==> src/rtl/psc_pkg.sv <==
package psc_pkg;
  typedef enum logic [1:0] {
    MODE_EQ_EACH = 2'd0,
    MODE_EQ_ANY  = 2'd1,
    MODE_RANGES  = 2'd2,
    MODE_EQ_ORD  = 2'd3
  } psc_mode_e;
endpackage

==> src/rtl/psc_unpack.sv <==
module psc_unpack #(
  parameter int OP_W   = 128,
  parameter int BYTE_W = 8,
  localparam int NE    = OP_W / BYTE_W,
  localparam int EW    = 2 * BYTE_W,
  localparam int NW    = NE / 2
) (
  input  logic [OP_W-1:0]        op_i,
  input  logic                   word_mode_i,
  output logic [NE-1:0][EW-1:0]  elem_o,
  output logic [NE-1:0]          live_o
);
  logic [NE-1:0] zero;

  for (genvar k = 0; k < NE; k++) begin : g_el
    logic [EW-1:0] b_e;
    logic [EW-1:0] w_e;
    assign b_e = {{BYTE_W{1'b0}}, op_i[k*BYTE_W +: BYTE_W]};
    if (k < NW) begin : g_w
      assign w_e = op_i[k*EW +: EW];
    end else begin : g_nw
      assign w_e = '0;
    end
    assign elem_o[k] = word_mode_i ? w_e : b_e;
    assign zero[k]   = (elem_o[k] == '0);
  end

  // live until first zero element; absent word slots read as zero
  always_comb begin
    logic run;
    run = 1'b1;
    for (int k = 0; k < NE; k++) begin
      run       = run & ~zero[k];
      live_o[k] = run;
    end
  end
endmodule

==> src/rtl/psc_cmp_matrix.sv <==
module psc_cmp_matrix #(
  parameter int NE   = 16,
  parameter int EW   = 16,
  localparam int NP  = NE / 2
) (
  input  logic [NE-1:0][EW-1:0] a_i,
  input  logic [NE-1:0][EW-1:0] b_i,
  output logic [NE-1:0][NE-1:0] eq_o,     // [a row][b col]
  output logic [NP-1:0][NE-1:0] lo_ok_o,  // b >= low bound of pair
  output logic [NP-1:0][NE-1:0] hi_ok_o   // b <= high bound of pair
);
  for (genvar i = 0; i < NE; i++) begin : g_row
    for (genvar j = 0; j < NE; j++) begin : g_col
      assign eq_o[i][j] = (a_i[i] == b_i[j]);
    end
  end

  for (genvar k = 0; k < NP; k++) begin : g_pair
    for (genvar j = 0; j < NE; j++) begin : g_col
      assign lo_ok_o[k][j] = (b_i[j] >= a_i[2*k]);
      assign hi_ok_o[k][j] = (b_i[j] <= a_i[2*k+1]);
    end
  end
endmodule

==> src/rtl/psc_aggregate.sv <==
module psc_aggregate
  import psc_pkg::*;
#(
  parameter int NE  = 16,
  localparam int NW = NE / 2,
  localparam int NP = NE / 2
) (
  input  psc_mode_e             mode_i,
  input  logic                  word_mode_i,
  input  logic [NE-1:0][NE-1:0] eq_i,
  input  logic [NP-1:0][NE-1:0] lo_ok_i,
  input  logic [NP-1:0][NE-1:0] hi_ok_i,
  input  logic [NE-1:0]         a_live_i,
  input  logic [NE-1:0]         b_live_i,
  output logic [NE-1:0]         mask_o
);
  logic [NE-1:0] m_each, m_any, m_rng, m_ord;

  for (genvar j = 0; j < NE; j++) begin : g_col
    logic [NE-1:0] col;
    logic [NP-1:0] pair_hit;
    logic [NE-1:0] ord_t;

    assign m_each[j] = eq_i[j][j] & a_live_i[j] & b_live_i[j];

    for (genvar i = 0; i < NE; i++) begin : g_any
      assign col[i] = eq_i[i][j] & a_live_i[i];
    end
    assign m_any[j] = b_live_i[j] & (|col);

    for (genvar k = 0; k < NP; k++) begin : g_rng
      assign pair_hit[k] = a_live_i[2*k+1] & lo_ok_i[k][j] & hi_ok_i[k][j];
    end
    assign m_rng[j] = b_live_i[j] & (|pair_hit);

    for (genvar k = 0; k < NE; k++) begin : g_ord
      if (j + k >= NE) begin : g_off
        assign ord_t[k] = 1'b1;
      end else if (j + k >= NW) begin : g_hi
        // word mode: slot beyond operand end counts as match
        assign ord_t[k] = ~a_live_i[k] | word_mode_i | (b_live_i[j+k] & eq_i[k][j+k]);
      end else begin : g_lo
        assign ord_t[k] = ~a_live_i[k] | (b_live_i[j+k] & eq_i[k][j+k]);
      end
    end
    assign m_ord[j] = b_live_i[j] & (&ord_t);
  end

  always_comb begin
    unique case (mode_i)
      MODE_EQ_EACH: mask_o = m_each;
      MODE_EQ_ANY:  mask_o = m_any;
      MODE_RANGES:  mask_o = m_rng;
      MODE_EQ_ORD:  mask_o = m_ord;
      default:      mask_o = '0;
    endcase
  end
endmodule

==> src/rtl/psc_first_set.sv <==
module psc_first_set #(
  parameter int NE    = 16,
  parameter int IDX_W = 5
) (
  input  logic [NE-1:0]    mask_i,
  input  logic             word_mode_i,
  output logic [IDX_W-1:0] idx_o,
  output logic             none_o
);
  always_comb begin
    idx_o = word_mode_i ? IDX_W'(NE / 2) : IDX_W'(NE);
    for (int k = NE - 1; k >= 0; k--) begin
      if (mask_i[k]) idx_o = IDX_W'(k);
    end
    none_o = ~|mask_i;
  end
endmodule

==> src/rtl/pkd_str_cmp.sv <==
module pkd_str_cmp
  import psc_pkg::*;
#(
  parameter int OP_W    = 128,
  parameter int BYTE_W  = 8,
  localparam int NE     = OP_W / BYTE_W,
  localparam int EW     = 2 * BYTE_W,
  localparam int NP     = NE / 2,
  localparam int IDX_W  = $clog2(NE + 1)
) (
  input  logic             clk_i,
  input  logic             rst_ni,
  input  logic             valid_i,
  input  logic             word_mode_i,
  input  logic [1:0]       mode_i,
  input  logic [OP_W-1:0]  src_a_i,
  input  logic [OP_W-1:0]  src_b_i,
  output logic             valid_o,
  output logic [NE-1:0]    mask_o,
  output logic [IDX_W-1:0] index_o,
  output logic             not_found_o
);
  logic [NE-1:0][EW-1:0] a_el, b_el;
  logic [NE-1:0]         a_live, b_live;
  logic [NE-1:0][NE-1:0] eq;
  logic [NP-1:0][NE-1:0] lo_ok, hi_ok;
  logic [NE-1:0]         mask_d;
  logic [IDX_W-1:0]      idx_d;
  logic                  none_d;

  psc_unpack #(.OP_W(OP_W), .BYTE_W(BYTE_W)) u_unpack_a (
    .op_i(src_a_i), .word_mode_i(word_mode_i), .elem_o(a_el), .live_o(a_live)
  );

  psc_unpack #(.OP_W(OP_W), .BYTE_W(BYTE_W)) u_unpack_b (
    .op_i(src_b_i), .word_mode_i(word_mode_i), .elem_o(b_el), .live_o(b_live)
  );

  psc_cmp_matrix #(.NE(NE), .EW(EW)) u_matrix (
    .a_i(a_el), .b_i(b_el), .eq_o(eq), .lo_ok_o(lo_ok), .hi_ok_o(hi_ok)
  );

  psc_aggregate #(.NE(NE)) u_agg (
    .mode_i     (psc_mode_e'(mode_i)),
    .word_mode_i(word_mode_i),
    .eq_i       (eq),
    .lo_ok_i    (lo_ok),
    .hi_ok_i    (hi_ok),
    .a_live_i   (a_live),
    .b_live_i   (b_live),
    .mask_o     (mask_d)
  );

  psc_first_set #(.NE(NE), .IDX_W(IDX_W)) u_first (
    .mask_i(mask_d), .word_mode_i(word_mode_i), .idx_o(idx_d), .none_o(none_d)
  );

  always_ff @(posedge clk_i or negedge rst_ni) begin
    if (!rst_ni) begin
      valid_o     <= 1'b0;
      mask_o      <= '0;
      index_o     <= '0;
      not_found_o <= 1'b0;
    end else begin
      valid_o <= valid_i;
      if (valid_i) begin
        mask_o      <= mask_d;
        index_o     <= idx_d;
        not_found_o <= none_d;
      end
    end
  end
endmodule

==> config.mk <==
export PLATFORM = sky130hd
export DESIGN_NAME = pkd_str_cmp
export DESIGN_NICKNAME = d
export VERILOG_FILES = /design/src/rtl/psc_pkg.sv /design/src/rtl/psc_unpack.sv /design/src/rtl/psc_cmp_matrix.sv /design/src/rtl/psc_aggregate.sv /design/src/rtl/psc_first_set.sv /design/src/rtl/pkd_str_cmp.sv
export SDC_FILE = /design/constraint.sdc
export NUM_CORES = 2
export LEC_CHECK = 0
export ABC_AREA = 1
export BUFFER_PORTS_ARGS = -buffer_cell sky130_fd_sc_hd__buf_2
export CORE_ASPECT_RATIO = 2
export CORE_MARGIN = 3
export CORE_UTILIZATION = 50
export DETAILED_ROUTE_END_ITERATION = 7
export PLACE_DENSITY = 0.69
export REMOVE_ABC_BUFFERS = 1
export SLEW_MARGIN = 20
export SYNTH_ARGS = -nofsm -noshare
export SYNTH_HDL_FRONTEND = slang
export SYNTH_SLANG_ARGS = --single-unit
==> constraint.sdc <==
create_clock -name clk_i -period 0.8 [get_ports clk_i]
set_input_delay 0.16 -clock clk_i [delete_from_list [all_inputs] [get_ports clk_i]]
set_output_delay 0.16 -clock clk_i [all_outputs]
set_load 0.05 [all_outputs]
==> results.toml, run 1 <==
[run_status]
status = "stopped before the end"
failing_step = "global routing"
stop_error = "[ERROR GRT-0116] Global routing finished with congestion. Check the congestion regions in the DRC Viewer."

[global_route]
grt_pass1_vias = 105687
grt_pass1_wl_mm = 824
overflow = 5631
grt_start_max_net_pins = 28
grt_use_total_pct = 81.9

[synthesis]
synth_top_area_cell = "ha_1"
synth_edf_count = 0
synthesis.instances = 9344
syn_area_mm2 = 0.0658
synth_area_leaders = "ha_1, nand2_1, a21oi_1"
synth_top_area_share_pct = 48.7
syn_area_per_cell_um2 = 7.04
yosysMostFrequentCell = "ha_1"
synth_cell_types = 83
ys_seq_area_share_pct = 0.874
ys_top_cells_by_count = "ha_1, nand2_1, a21oi_1, inv_1, nor2_1"
ys.warnings.count = 0
async_flop_share_pct = 100
synthFlopType = "dfrtp_1"
ys_seq_elements = 23

[floorplanning]
die_h_um = 519
rows = 187
initial_core_util_pct = 50.5
die_w_um = 263
io-pin-count = 285

[cts]
numCtsBuffers = 3
cts_buffer_depth = 2
clkSinkCount = 23
root_buffer = "clkbuf_16"
htree_levels = 1

[placed_design]
portBuffers = 284
gp_congestion = 1.44
placedCellCount = 13868
dp_hpwl_mm = 435
repair_timing:
| action | 4_1_cts |
|---|---|
| endpoints found under the hold margin | 23 |
| hold buffers | 1 |
| resized for setup | 920 |
| cloned | 12 |
| setup endpoints to repair | 45 |
| buffers inserted | 170 |
| pin swaps | 237 |
logic make-up after synthesis:
family,synth area share [%]
simple gates,24.3
mux,0.122
compound gates,20.2
buf+inv,5.85
fa+ha+maj,48.7
flops,0.874
per-layer routing:
| metal | global-route usage [%] | overflow |
|---|---|---|
| met5 | 7.61 | 1 |
| met4 | 96.0 | 1169 |
| met3 | 50.2 | 41 |
| met2 | 111 | 4383 |
| met1 | 78.4 | 37 |
metrics by stage:
step	area, um^2	setup TNS [ps]	setup WS [ps]
2_1_floorplan	65100	-81520	-4190
3_3_place_gp	92100	-89990	-4970
3_5_place_dp	92100	-90170	-5040
4_1_cts	97800	-67890	-3230
==> run 2: changes to the inputs <==
--- a/config.mk
+++ b/config.mk
@@ -7,11 +7,10 @@
 export LEC_CHECK = 0
 export ABC_AREA = 1
 export BUFFER_PORTS_ARGS = -buffer_cell sky130_fd_sc_hd__buf_2
-export CORE_ASPECT_RATIO = 2
 export CORE_MARGIN = 3
-export CORE_UTILIZATION = 50
+export CORE_UTILIZATION = 35
 export DETAILED_ROUTE_END_ITERATION = 7
-export PLACE_DENSITY = 0.69
+export PLACE_DENSITY_LB_ADDON = 0.15
 export REMOVE_ABC_BUFFERS = 1
 export SLEW_MARGIN = 20
 export SYNTH_ARGS = -nofsm -noshare
==> constraint.sdc (replaced) <==
create_clock -name clk_i -period 1 [get_ports clk_i]
set_input_delay 0.2 -clock clk_i [delete_from_list [all_inputs] [get_ports clk_i]]
set_output_delay 0.2 -clock clk_i [all_outputs]
set_load 0.05 [all_outputs]
==> results.toml, run 2 <==
[sta]
min_period_ps = 4500
setup_viol = 42
worst_pin_slew_ps = 1100
clock_skew_ps = 0
maxSlewViolCount = 0
finalCritPeriodShare_pct = 450
timing.setup.tns_ps = -67370
rsz0062_at_grt = "true"
fin_ws_ps = -3500
fmax_mhz = 222
worst_hold_slack_ps = 136
max_slew_margin_pct = 26.5
finalHoldViolations = 0

[synthesis]
yosysMostFrequentCell = "ha_1"
synth_cell_types = 83
async_flop_share_pct = 100
synth_top_area_share_pct = 48.7
synthFlopType = "dfrtp_1"
synth_area_leaders = "ha_1, nand2_1, a21oi_1"
ys_seq_elements = 23
synth_edf_count = 0
ys_seq_area_share_pct = 0.874
synthesis.instances = 9344
syn_area_per_cell_um2 = 7.04
synth_top_area_cell = "ha_1"
syn_area_mm2 = 0.0658
ys_top_cells_by_count = "ha_1, nand2_1, a21oi_1, inv_1, nor2_1"
ys.warnings.count = 0

[cts]
cts_tree = "built"
cts_buffer_depth = 2
htree_levels = 1
path_clk_slew_ps = 60
clk_latency_ps = 250
numCtsBuffers = 3
root_buffer = "clkbuf_16"
clkSinkCount = 23

[routing]
drc = 66
wirelength_mm = 576
drt_iter0_drc = 14144
post_drt_wl_per_cell_um = 38.7
first_pass_iters = 8
antenna_left = 0
via_per_inst = 6.58
vias = 97886

[power_and_ir_drop]
p_sw_uw = 41000
power_per_cell_area_mw_per_mm2 = 681
pwr-share-clk_pct = 1.3
sw_frac_of_total_pct = 60.1
seq_power_share_pct = 1.7
p_comb_share_pct = 97.1
peakVddDrop_mv = 0.793
p_int_uw = 27100
p_leak_uw = 0.0522

[critical_path]
critical_path_required_ps = 1140
critical_path_class = "input port to flop"
crit_arrival_ps = 4640
crit_top_cell = "buf_4"
cp_slowest_cell = "or4_4"
start_kind = "input port"
critical_path.max_stage_delay_ps = 520
crit_fanout = 8
critPathCaptureType = "flop"

[global_route]
grt_pass1_wl_mm = 750
antenna_found_initial = 83
grt_start_max_net_pins = 38
grt_use_total_pct = 56.6
grt_pass1_vias = 88405
overflow = 0

[placed_design]
gp_congestion = 1.21
portBuffers = 284
placedCellCount = 14599
dp_hpwl_mm = 466
dp_slack_ps = -4680

[cells_and_area]
stdcell_count = 14874
largest_reg_flops = 16
final_util_pct = 53.7
fillers = 17973
drive_above_1_share_pct = 30.6
final_nets = 15150
regMostFlops = "mask_o"
top_regs = "mask_o: 16 flops, index_o: 5 flops"
final_cell_mix = "ha_1, buf_4, nand2_1"
area_delta_synth_final_pct = 51.9
final_common_cell = "ha_1"

[run_status]
violations = "DRC, setup timing"
status = "finished with violations"

[floorplanning]
die_h_um = 440
io-pin-count = 285
initial_core_util_pct = 35.3
core_mm2 = 0.186
die_w_um = 440
rows = 158
dieArea_mm2 = 0.193

[min_path]
min_path_type = "input port to flop"

[flow_run]
timing.max_cap.violations = 0
-- run 2: cell counts after synthesis --
Identical to the previous run, type by type.
-- run 2: path summary, 6_finish.rpt --
| kind | slack (ps) | cells after the start | startpoint | end |
|---|---|---|---|---|
| max | -3500 | 26 | word_mode_i | index_o[2]$_DFFE_PN0P_ |
| min | 140 | 1 | valid_i | valid_o$_DFF_PN0_ |
| max reg2reg | 200 | 2 | mask_o[1]$_DFFE_PN0P_ | mask_o[1]$_DFFE_PN0P_ |
| min reg2reg | 520 | 2 | mask_o[15]$_DFFE_PN0P_ | mask_o[15]$_DFFE_PN0P_ |
| max in group asynchronous | 160 | 2 | rst_ni | mask_o[5]$_DFFE_PN0P_ |
| min in group asynchronous | 480 | 2 | rst_ni | mask_o[6]$_DFFE_PN0P_ |
-- run 2: power by group through the flow --
stage          Clock [uW]  Sequential [uW]  Combinational (uW)
6_report              856             1150               66100
5_1_grt               894             1150               68700
4_1_cts               863             1150               59500
3_5_place_dp            0             1130               58200
3_3_place_gp            0             1130               56800
2_1_floorplan           0             1530               25200
-- run 2: stage by stage --
step,instance area (um^2),power [uW]
6_report,100000,68100
3_5_place_dp,93800,59300
5_1_grt,99800,70700
3_3_place_gp,93800,58000
4_1_cts,95600,61500
2_1_floorplan,65100,26700
-- run 2: area by class of cell --
cell class | instances | area (um^2) | share of cell area, %
diodes | 67 | 168 | 0.168
clock buffers | 4 | 78.8 | 0.0789
inverters | 846 | 3250 | 3.25
multi-input cells | 8374 | 64800 | 64.8
flip-flops and latches | 23 | 576 | 0.576
well taps | 2480 | 3100 | 3.10
repair buffers | 3079 | 28000 | 28.0
repair inverters | 1 | 11.3 | 0.0113
-- run 2: layer usage --
layer | up-vias | track usage (%) | share of wire (%)
met3 | 3151 | 21.3 | 14
met2 | 8365 | 77.6 | 38
li1 | 40731 | - | -
met1 | 45597 | 64.2 | 35
met4 | 42 | 60.0 | 14
met5 | - | 1.31 | 0.078
-- run 2: worst max-delay path, delay by kind of cell --
kind                     cells  cell delay [ps]
AO/OA/AOI/OAI                4              650
adder cells (fa/ha/maj)      1              280
buffers and inverters       11             1470
AND/OR/NAND/NOR             10             2000
-- run 2: kinds of logic after synthesis --
kind of cell	count (synthesis)	share of synthesized area, %
AND/OR/NAND/NOR	3572	24.3
adder cells (fa/ha/maj)	2560	48.7
AO/OA/AOI/OAI	2234	20.2
buffers and inverters	947	5.85
flip-flops	23	0.874
multiplexers	8	0.122
-- run 2: timing repair --
| action | in CTS | in global routing |
|---|---|---|
| gates resized for setup | 339 | 643 |
| cloned | 5 | 10 |
| pin swaps | 44 | 194 |
| hold endpoints to repair | 23 | 0 |
| endpoints found under the setup margin | 45 | 44 |
| hold buffers | 1 | 0 |
| setup buffers | 32 | 162 |
(Power assumes the default switching activity.)
